[src/rtl/clkmgr_health_mon.sv]
module clkmgr_health_mon #(
  parameter int PULSE_CYC    = 4,
  parameter int HOLDOFF_CYC  = 64,
  parameter int LOCK_TIMEOUT = 1024
) (
  input  logic       ref_clk,
  input  logic       arst_n,
  input  logic       lock_in,
  input  logic [7:0] stat_in,
  input  logic       synth_used,
  input  logic       cause_clr,
  output logic       cm_rst,
  output logic       healthy,
  output logic [4:0] fault_cause,
  output logic [7:0] reset_count
);

  localparam int MAXC = (LOCK_TIMEOUT > HOLDOFF_CYC)
                        ? ((LOCK_TIMEOUT > PULSE_CYC) ? LOCK_TIMEOUT : PULSE_CYC)
                        : ((HOLDOFF_CYC > PULSE_CYC) ? HOLDOFF_CYC : PULSE_CYC);
  localparam int CW = $clog2(MAXC) + 1;
  localparam logic [CW-1:0] PULSE_END = CW'(PULSE_CYC - 1);
  localparam logic [CW-1:0] HOLD_END  = CW'(HOLDOFF_CYC - 1);
  localparam logic [CW-1:0] TMO_END   = CW'(LOCK_TIMEOUT - 1);

  typedef enum logic [1:0] {WAIT_LOCK, RUNNING, RESET_PULSE, HOLDOFF} mon_state_t;

  mon_state_t    state;
  logic [CW-1:0] cnt;
  logic [8:0]    sync1, sync2;
  logic          lock_s;
  logic [7:0]    stat_s;
  logic [4:0]    fault;

  always_ff @(posedge ref_clk or negedge arst_n)
    if (!arst_n) begin
      sync1 <= '0;
      sync2 <= '0;
    end else begin
      sync1 <= {lock_in, stat_in};
      sync2 <= sync1;
    end

  assign lock_s = sync2[8];
  assign stat_s = sync2[7:0];
  assign fault  = {~lock_s, stat_s[7], stat_s[2] & synth_used, stat_s[1], stat_s[0]};

  assign cm_rst      = (state == RESET_PULSE);
  assign healthy     = (state == RUNNING);

  always_ff @(posedge ref_clk or negedge arst_n)
    if (!arst_n) begin
      state       <= WAIT_LOCK;
      cnt         <= '0;
      fault_cause <= '0;
      reset_count <= '0;
    end else begin
      cnt         <= cnt + 1'b1;
      fault_cause <= (cause_clr ? 5'b0 : fault_cause) | (healthy ? fault : 5'b0);
      unique case (state)
        WAIT_LOCK:
          if (lock_s) begin
            state <= RUNNING;
            cnt   <= '0;
          end else if (cnt == TMO_END) begin
            state <= RESET_PULSE;
            cnt   <= '0;
            if (reset_count != 8'hFF) reset_count <= reset_count + 1'b1;
          end
        RUNNING: begin
          cnt <= '0;
          if (|fault) begin
            state <= RESET_PULSE;
            if (reset_count != 8'hFF) reset_count <= reset_count + 1'b1;
          end
        end
        RESET_PULSE:
          if (cnt == PULSE_END) begin
            state <= HOLDOFF;
            cnt   <= '0;
          end
        HOLDOFF:
          if (cnt == HOLD_END) begin
            state <= WAIT_LOCK;
            cnt   <= '0;
          end
        default: state <= WAIT_LOCK;
      endcase
    end

  assert_exclusive_R8: assert property (@(posedge ref_clk) disable iff (!arst_n)
    !(healthy && cm_rst));

  // A fault caught while healthy is answered on the next edge
  assert_fault_resets_R5: assert property (@(posedge ref_clk) disable iff (!arst_n)
    (healthy && (stat_s[0] || stat_s[1] || stat_s[7] || !lock_s)) |=> cm_rst);

  assert_synth_gated_R3: assert property (@(posedge ref_clk) disable iff (!arst_n)
    (healthy && lock_s && !synth_used && stat_s == 8'h04) |=> healthy);

  assert_upper_ignored_R6: assert property (@(posedge ref_clk) disable iff (!arst_n)
    (healthy && lock_s && !stat_s[0] && !stat_s[1] && !stat_s[2] && !stat_s[7]) |=> healthy);

  assert_cause_sticky_R10: assert property (@(posedge ref_clk) disable iff (!arst_n)
    !cause_clr |=> ((fault_cause & $past(fault_cause)) == $past(fault_cause)));

  assert_count_monotonic_R11: assert property (@(posedge ref_clk) disable iff (!arst_n)
    1'b1 |=> (reset_count >= $past(reset_count)));

  assert_healthy_needs_lock_R8: assert property (@(posedge ref_clk) disable iff (!arst_n)
    $rose(healthy) |-> $past(lock_s));

endmodule

[config.mk]
export PLATFORM = sky130hd
export DESIGN_NAME = clkmgr_health_mon
export DESIGN_NICKNAME = d
export VERILOG_FILES = /design/src/rtl/clkmgr_health_mon.sv
export SDC_FILE = /design/constraint.sdc
export NUM_CORES = 1
export LEC_CHECK = 0
export ABC_CLOCK_PERIOD_IN_PS = 2600
export BUFFER_PORTS_ARGS = -buffer_cell sky130_fd_sc_hd__buf_2
export CORE_MARGIN = 4
export CORE_UTILIZATION = 54
export DETAILED_ROUTE_END_ITERATION = 16
export MAX_ROUTING_LAYER = met4
export PLACE_DENSITY = 0.74
export SKIP_LAST_GASP = 1
export SLEW_MARGIN = 20
export SYNTH_ARGS = -nofsm -noshare
export SYNTH_HDL_FRONTEND = slang
export SYNTH_SLANG_ARGS = --single-unit
[constraint.sdc]
create_clock -name ref_clk -period 2.6 [get_ports ref_clk]
set_input_delay 0.39 -clock ref_clk [delete_from_list [all_inputs] [get_ports ref_clk]]
set_output_delay 0.39 -clock ref_clk [all_outputs]
set_load 0.02 [all_outputs]
==> flow_summary.ini, run 1 <==
[floorplanning]
coreArea_um2 = 2781
die_x_um = 62.16
dieArea_um2 = 3864
start_util = 0.5695
rows = 19
ios = 28
die_h_um = 62.16

[setup_path]
required_ns = 2.83
rr_startpoint = cnt[0]
startpoint_type = register
critPathCaptureType = register
crit_arrival_ns = 2.43
crit_start = cnt[0]
cp_max_fo = 7
path_class = reg2reg

[global_route]
antenna_found_initial = 0
grt_max_degree = 37
grt_pass1_wl_mm = 4.974
grt_usage = 0.1642
grt_pass1_vias = 1159
grt-ovfl-total = 0

[final_layout]
area_growth_syn_to_layout_pct = 13.35
layout.nets = 191
fillers = 223
mostFrequentLayoutCell = dfrtp_1
diodes = 0
layout-drive-gt1-share = 0.2326
layout_common_cells = dfrtp_1, buf_2, nor2_1

[routing]
routed_wl_mm = 2.771
vias = 1092
drtIter0Drc = 59
drtPass1Iterations = 4
wl_per_cell_um = 13.65
detail-route-antenna-nets = 0
drc = 0
routed_via_density = 5.379

[synth]
syn_area_um2 = 1584
yosysUniqueCellTypes = 31
ys_seq_elements = 36
syn_inst = 142
syn_area_per_cell_um2 = 11.16
synth_edf_count = 0
async_flop_share = 1.000
ys.warnings.count = 0
synthFlopType = dfrtp_1
yosysSeqAreaShare = 0.5687
syn_nets = 162

[sta]
setup_ws_ns = 0.4001
fmax_ghz = 0.4546
hold_viol_final = 0
timing.slew.headroom = 0.4903
period_minus_slack_ns = 2.200
tns_ns = 0
min_period_over_period = 0.8461
holdWs_ns = 0.1142
drv_slew = 0
finClkSkew_ns = 0.005789
rsz0062_at_grt = false
worst_pin_slew_ns = 0.7646
setup_viol = 0

[clock_network]
cts.path.max_buffers = 2
cts_buffers = 5
cts_root_buf = clkbuf_4
htreeDepth = 2
cts_tree = built
clkTransAtPathRegs_ns = 0.12
cts_hold_repair.buffers = 0
clock_latency_ns = 0.33
cts_resized = 0
cts.sinks = 36
postCtsSetupRepairBufs = 0

[job]
drv_cap = 0

[worst_hold_path]
hold_class = in2async

[placement]
post-dp-hpwl_mm = 2.007
port_buffers = 23
place_ws_ns = 0.4516
globalplace.congestion = 0.8253

[power_and_ir_drop]
ir_drop_mv = 0.5296
total_power_mw = 0.8911
power.density_nw_per_um2 = 496.3
power.leakage_nw = 0.8452

[run_status]
outcome = complete, no violations
[worst max-delay path, cell delays in order, from the launching register on]
cell      delay (ns)
dfrtp_1         0.42
ha_1            0.26
nand2_1         0.14
o41ai_1         0.54
o2111a_2        0.38
mux2_2          0.35
[cells by family after synthesis]
family / after synthesis / synth area share
and+or+nand+nor: 52 / 0.1619
DFF: 36 / 0.5687
AOI/OAI and AO/OA: 16 / 0.07662
xor gates and xnor gates: 14 / 0.07741
buffers and inverters: 13 / 0.03318
adders and majority gates: 7 / 0.05529
muxes: 4 / 0.02686
[worst paths after layout]
| path | endpoint | slack, ns | cells past startpoint |
|---|---|---|---|
| setup reg to reg | reset_count[1] | 0.40 | 5 |
| hold reg to reg | sync2[1] | 0.36 | 0 |
| max in group asynchronous | sync1[7] | 2.01 | 1 |
| hold / removal | cnt[10] | 0.11 | 1 |
| min in group ref_clk | sync1[2] | 0.16 | 1 |
| setup / recovery | reset_count[1] | 0.40 | 5 |
[through the flow]
step | utilization | area (µm²) | instances
CTS | 0.6455 | 1795 | 203
floorplan | - | 1584 | 142
global route | 0.6455 | 1795 | 203
finish | 0.6455 | 1795 | 203
detailed placement | 0.6235 | 1734 | 195
global placement | 0.6235 | 1734 | 195
[sequential cells by signal, indices dropped and copies added, names as in the netlist]
register     cells
reset_count      8
sync1            5
cnt             11
state            2
fault_cause      5
sync2            5
[metal layers]
metal,GRT usage,wire length (µm),up-vias,share of wire
li1,-,-,537,-
met1,0.1910,1247,528,0.45
met2,0.2681,1389,22,0.50
met3,0.05045,96,5,0.035
met4,0.05691,38,0,0.014
met5,-,0,-,0
[Yosys cell counts, types with 2 or more instances]
cell,instances,area share
ha_1,7,0.055
nand2b_1,2,0.0079
mux2i_1,2,0.013
inv_1,11,0.026
nand4_1,4,0.016
nand3_1,7,0.022
o21ai_0,6,0.019
or2_2,2,0.0079
dfrtp_1,36,0.57
and3_1,5,0.020
xnor2_1,8,0.044
xor2_1,6,0.033
a21oi_1,3,0.0095
nand2_1,10,0.024
o41ai_2,2,0.021
nor2_1,16,0.038
[power by group]
group	total, mW	internal (mW)	switching, mW
Sequential	0.571	0.567	0.00356
Clock	0.301	0.106	0.195
Combinational	0.0186	0.00571	0.0129
[cell type report]
type / count / area, µm² / share of cell area
Sequential cell: 36 / 900.9 / 0.5017
Clock buffer: 5 / 37.54 / 0.02091
Multi-Input combinational cell: 93 / 630.6 / 0.3512
Clock inverter: 3 / 23.77 / 0.01324
Timing Repair Buffer: 24 / 122.6 / 0.06829
Tap cell: 31 / 38.79 / 0.02160
Inverter: 11 / 41.29 / 0.02300
(Power assumes the default switching activity.)
==> inputs of run 2 (changes only) <==
Settings changed: ABC_CLOCK_PERIOD_IN_PS 2600 to 2100.
Clock period 2.6 ns to 2.1 ns, I/O delays scaled along.
==> run 2 against run 1 <==
Non-clock buffer count is 10 higher. Hold slack worse by 0.083 ns. Flip-flop and latch count stayed put. Clock power is 140% higher. Fmax is 8.6% higher. Clock skew is 0.0045 ns higher. Critical path depth is 1 lower. Utilization is 6.3 points higher. Sequential power is 24% higher. Cell count is 4.9% higher. Wire length is 11% higher. Critical endpoint unchanged. Highest routed layer unchanged.
==> flow_summary.ini, run 2 (synthesis gave the netlist of run 1 again) <==
[floorplanning]
die_x_um = 62.16
coreArea_um2 = 2781
rows = 19
dieArea_um2 = 3864
start_util = 0.5695
ios = 28
die_h_um = 62.16

[sta]
finClkSkew_ns = 0.01031
setup_viol = 0
tns_ns = 0
period_minus_slack_ns = 2.025
rsz0062_at_grt = false
timing.slew.headroom = 0.4872
drv_slew = 0
fmax_ghz = 0.4938
worst_pin_slew_ns = 0.7693
hold_viol_final = 0
min_period_over_period = 0.9644

[placement]
placed_area_um2 = 1794
port_buffers = 23
dp.cells = 203
post-dp-hpwl_mm = 2.177
globalplace.congestion = 0.8181

[power_and_ir_drop]
ir_drop_mv = 0.7868
power.density_nw_per_um2 = 740.1
total_power_mw = 1.458
power.leakage_nw = 0.9354

[routing]
routed_wl_mm = 3.075
drtIter0Drc = 63
drtPass1Iterations = 4
detail-route-antenna-nets = 0
vias = 1137
wl_per_cell_um = 14.44
drc = 0
routed_via_density = 5.338

[final_layout]
layout-drive-gt1-share = 0.2802
layout.nets = 201
design_area_um2 = 1971
fin_cells = 213
diodes = 0
fillers = 197
area_growth_syn_to_layout_pct = 24.41
top_regs = cnt: 11 flops, reset_count: 8 flops
largest_reg_flops = 11
layout_common_cells = dfrtp_1, buf_2, nor2_1
mostFrequentLayoutCell = dfrtp_1
regMostFlops = cnt

[clock_network]
cts.path.max_buffers = 2
cts_tree = built
cts_root_buf = clkbuf_4
clkTransAtPathRegs_ns = 0.12
htreeDepth = 2
cts_buffers = 5
clock_latency_ns = 0.34
cts.sinks = 36
cts_hold_repair.buffers = 0

[setup_path]
critPathCaptureType = register
startpoint_type = register
path_class = reg2reg
required_ns = 2.33
crit_arrival_ns = 2.25
cp_max_fo = 5

[run_status]
outcome = complete, no violations

[job]
drv_cap = 0

[global_route]
grt_usage = 0.1801
grt_pass1_wl_mm = 5.395
grt_max_degree = 37
antenna_found_initial = 0
grt_pass1_vias = 1214
grt-ovfl-total = 0

[worst_hold_path]
hold_class = in2async
[run 2: cell count changes in the layout (fill, tap and decap cells not counted)]
cell and change:
nor4_2 +1, clkinvlp_4 -2, o41ai_2 -2, nor4_1 -1, bufinv_16 +3, o41ai_4 +2
nor2_2 -1, nor2_4 +1, buf_4 +10, clkinv_4 -1
[run 2: path summary, 6_finish.rpt]
| path | startpoint | to | slack [ns] | cells after the start |
|---|---|---|---|---|
| setup / recovery | cnt[10] | reset_count[1] | 0.07 | 4 |
| hold / removal | arst_n | state[0] | 0.03 | 1 |
| setup reg to reg | cnt[10] | reset_count[1] | 0.07 | 4 |
| hold reg to reg | sync1[7] | sync2[7] | 0.35 | 0 |
| max in group asynchronous | arst_n | reset_count[0] | 1.57 | 1 |
| min in group ref_clk | stat_in[7] | sync1[7] | 0.08 | 1 |
[run 2: cell type report]
| type | count | area [µm²] | share of cell area |
|---|---|---|---|
| Tap cell | 31 | 38.79 | 0.01968 |
| Clock buffer | 5 | 37.54 | 0.01905 |
| Multi-Input combinational cell | 93 | 664.4 | 0.3371 |
| Sequential cell | 36 | 900.9 | 0.4571 |
| Clock inverter | 3 | 90.09 | 0.04571 |
| Inverter | 11 | 41.29 | 0.02095 |
| Timing Repair Buffer | 34 | 197.7 | 0.1003 |
[run 2: power breakdown]
part           switching, mW  internal [mW]  total (mW)
logic                 0.0175        0.00827      0.0258
registers            0.00389          0.703       0.706
clock network          0.236          0.490       0.726
total                  0.257           1.20        1.46
[run 2: what timing repair did]
item / 4_1_cts / 5_1_grt
resized for setup: 1 / 3
buffers inserted: 0 / 2
pin swaps: 0 / 1
setup endpoints to repair: 1 / 1
[run 2: metal layers]
layer	vias up	part of all wire	track usage
li1	559	-	-
met1	555	0.43	0.2093
met2	18	0.52	0.2927
met3	5	0.035	0.05225
met4	0	0.015	0.07046
met5	-	0	-
[run 2: worst max-delay path, stage by stage (launching register included)]
cell	delay (ns)
dfrtp_1	0.50
or2_2	0.31
o41ai_1	0.42
o2111a_2	0.35
mux2_2	0.34
[run 2: metrics by stage]
step / setup WS [ns] / hold slack, ns / utilization
after floorplan: 0.1338 / 0.01941 / -
after global placement: 0.08738 / 0.3324 / 0.6451
after detailed placement: 0.007559 / 0.3347 / 0.6451
after CTS: 0.005995 / 0.05650 / 0.6950
after global routing: 0.002584 / 0.03791 / 0.7085
final: 0.07472 / 0.03115 / 0.7085
==> inputs of run 3 (changes only) <==
Settings changed: ABC_AREA set to 1, CORE_UTILIZATION 54 to 56, PLACE_DENSITY 0.74 to 0.76.
==> run 3 against run 2 <==
Flip-flop and latch count did not move. Largest cell class unchanged. Sequential share of layout area fell by 2.4 points. Critical path type unchanged. Non-clock buffer count fell by 11.
==> flow_summary.ini, run 3 <==
[floorplanning]
dieArea_um2 = 4273
ios = 28
die_x_um = 65.37
rows = 20
coreArea_um2 = 3103
start_util = 0.5940
die_h_um = 65.37

[synth]
syn_nets = 239
synth_edf_count = 0
async_flop_share = 1.000
yosys.cell_count.top_type = nand2_1
yosysTopAreaCellShare = 0.4888
yosys-top-cells-area = dfrtp_1, nand2_1, inv_1
ys.warnings.count = 0
syn_area_per_cell_um2 = 8.416
yosys.area.top_type = dfrtp_1
yosysUniqueCellTypes = 20
syn_inst = 219
yosysSeqAreaShare = 0.4888
ys_top_cells_by_count = nand2_1, dfrtp_1, inv_1
ys_seq_elements = 36
synthFlopType = dfrtp_1
syn_area_um2 = 1843

[clock_network]
cts_tree = built
clock_latency_ns = 0.34
cts.path.max_buffers = 2
cts_buffers = 5
htreeDepth = 2
cts.sinks = 36
postCtsSetupRepairBufs = 0
cts_hold_repair.buffers = 0
cts_resized = 0
cts_root_buf = clkbuf_4
clkTransAtPathRegs_ns = 0.12

[final_layout]
layout-drive-gt1-share = 0.1734
layout_common_cells = nand2_1, dfrtp_1, inv_1
diodes = 0
largest_reg_flops = 11
multi_input_area_um2 = 807.0
post-route-util = 0.6698
top_regs = cnt: 11 flops, reset_count: 8 flops
fillers = 290
regMostFlops = cnt
mostFrequentLayoutCell = nand2_1
fin_cells = 292
register_area_um2 = 900.9
layout.nets = 267
area_growth_syn_to_layout_pct = 12.76

[setup_path]
path_class = reg2reg
critPathCaptureType = register
cp_top_family = compound AO/OA/AOI/OAI gates
path_cells = ha_1, nand3_2, nor2_2, nand2_1, o21ai_2, a21boi_0
path_buf_inv = 0
startpoint_type = register
cp_max_fo = 11
rr_startpoint = cnt[0]
crit_arrival_ns = 1.92
required_ns = 2.31
r2r_slack_ns = 0.38
reg2reg_to = cnt[1]
cp_slowest_cell = o21ai_2
max_stage_delay_ns = 0.39
reg2reg_depth = 6

[power_and_ir_drop]
p_switching_mw = 1.046
combPwrFrac = 0.418
pwr-share-clk = 0.198
pwr-share-seq = 0.384
power.density_nw_per_um2 = 1186
ir_drop_mv = 0.6256
p_int_mw = 1.419
power.leakage_nw = 1.059
sw_frac_of_total = 0.4243
total_power_mw = 2.464

[sta]
timing.slew.headroom = 0.4837
rsz0062_at_grt = false
tns_ns = 0
min_period_over_period = 0.8188
fmax_ghz = 0.5816
holdWs_ns = 0.02911
hold_viol_final = 0
drv_slew = 0
finClkSkew_ns = 0.01027
setup_viol = 0
period_minus_slack_ns = 1.720
worst_pin_slew_ns = 0.7745

[routing]
drc = 0
vias = 1425
drtPass1Iterations = 4
wl_per_cell_um = 11.42
drtIter0Drc = 63
routed_via_density = 4.880
detail-route-antenna-nets = 0
routed_wl_mm = 3.336

[placement]
post-dp-hpwl_mm = 2.415
dp.cells = 284
port_buffers = 23
globalplace.congestion = 0.8015

[run_status]
outcome = complete, no violations

[global_route]
grt_usage = 0.1859
grt_pass1_wl_mm = 5.934
grt-ovfl-total = 0
grt_max_degree = 37
antenna_found_initial = 0
grt_pass1_vias = 1345

[job]
drv_cap = 0

[worst_hold_path]
hold_class = in2async
-- run 3: layout make-up --
class / instances / share of cell area
multi-input cells: 149 / 0.3883
well taps: 44 / 0.02649
inverters: 32 / 0.05780
clock buffers: 5 / 0.01806
repair buffers: 23 / 0.05539
flip-flops and latches: 36 / 0.4335
clock inverters: 3 / 0.02047
-- run 3: kinds of logic after synthesis --
kind of cell	count (synthesis)	share of synthesized area
adders and majority gates	7	0.04752
DFF	36	0.4888
buffers and inverters	34	0.07332
AOI/OAI and AO/OA	24	0.07943
xor gates and xnor gates	8	0.03802
and+or+nand+nor	110	0.2729
-- run 3: how the worst max path moves through the flow --
stage | from | to | slack [ns] | depth (start not counted)
after floorplan | state[1] | reset_count[4] | 0.59 | 7
after global placement | cnt[0] | cnt[1] | 0.41 | 6
after detailed placement | cnt[0] | cnt[1] | 0.40 | 6
after CTS | cnt[0] | cnt[1] | 0.38 | 6
after global routing | cnt[0] | cnt[1] | 0.20 | 6
final | cnt[0] | cnt[1] | 0.38 | 6
-- run 3: per-stage QoR --
stage | setup WS, ns | cell area [µm²]
global route | 0.1967 | 2078
floorplan | 0.5908 | 1843
detailed placement | 0.4046 | 1998
global placement | 0.4103 | 1998
finish | 0.3805 | 2078
CTS | 0.3767 | 2078
-- run 3: per-layer routing --
layer  vias to the layer above  routed length, µm  GRT usage
met2                        23               1498     0.2794
met4                         0                 35    0.06995
met3                         4                140    0.04103
met5                         -                  0          -
li1                        748                  -          -
met1                       650               1661     0.2478
-- run 3: power groups by stage --
stage | sequential (mW) | combinational (mW) | clock (mW)
6_report | 0.947 | 1.03 | 0.488
5_1_grt | 0.969 | 1.17 | 0.535
4_1_cts | 0.947 | 1.04 | 0.503
3_5_place_dp | 0.959 | 1.04 | 0
3_3_place_gp | 0.954 | 1.01 | 0
2_1_floorplan | 1.05 | 0.687 | 0
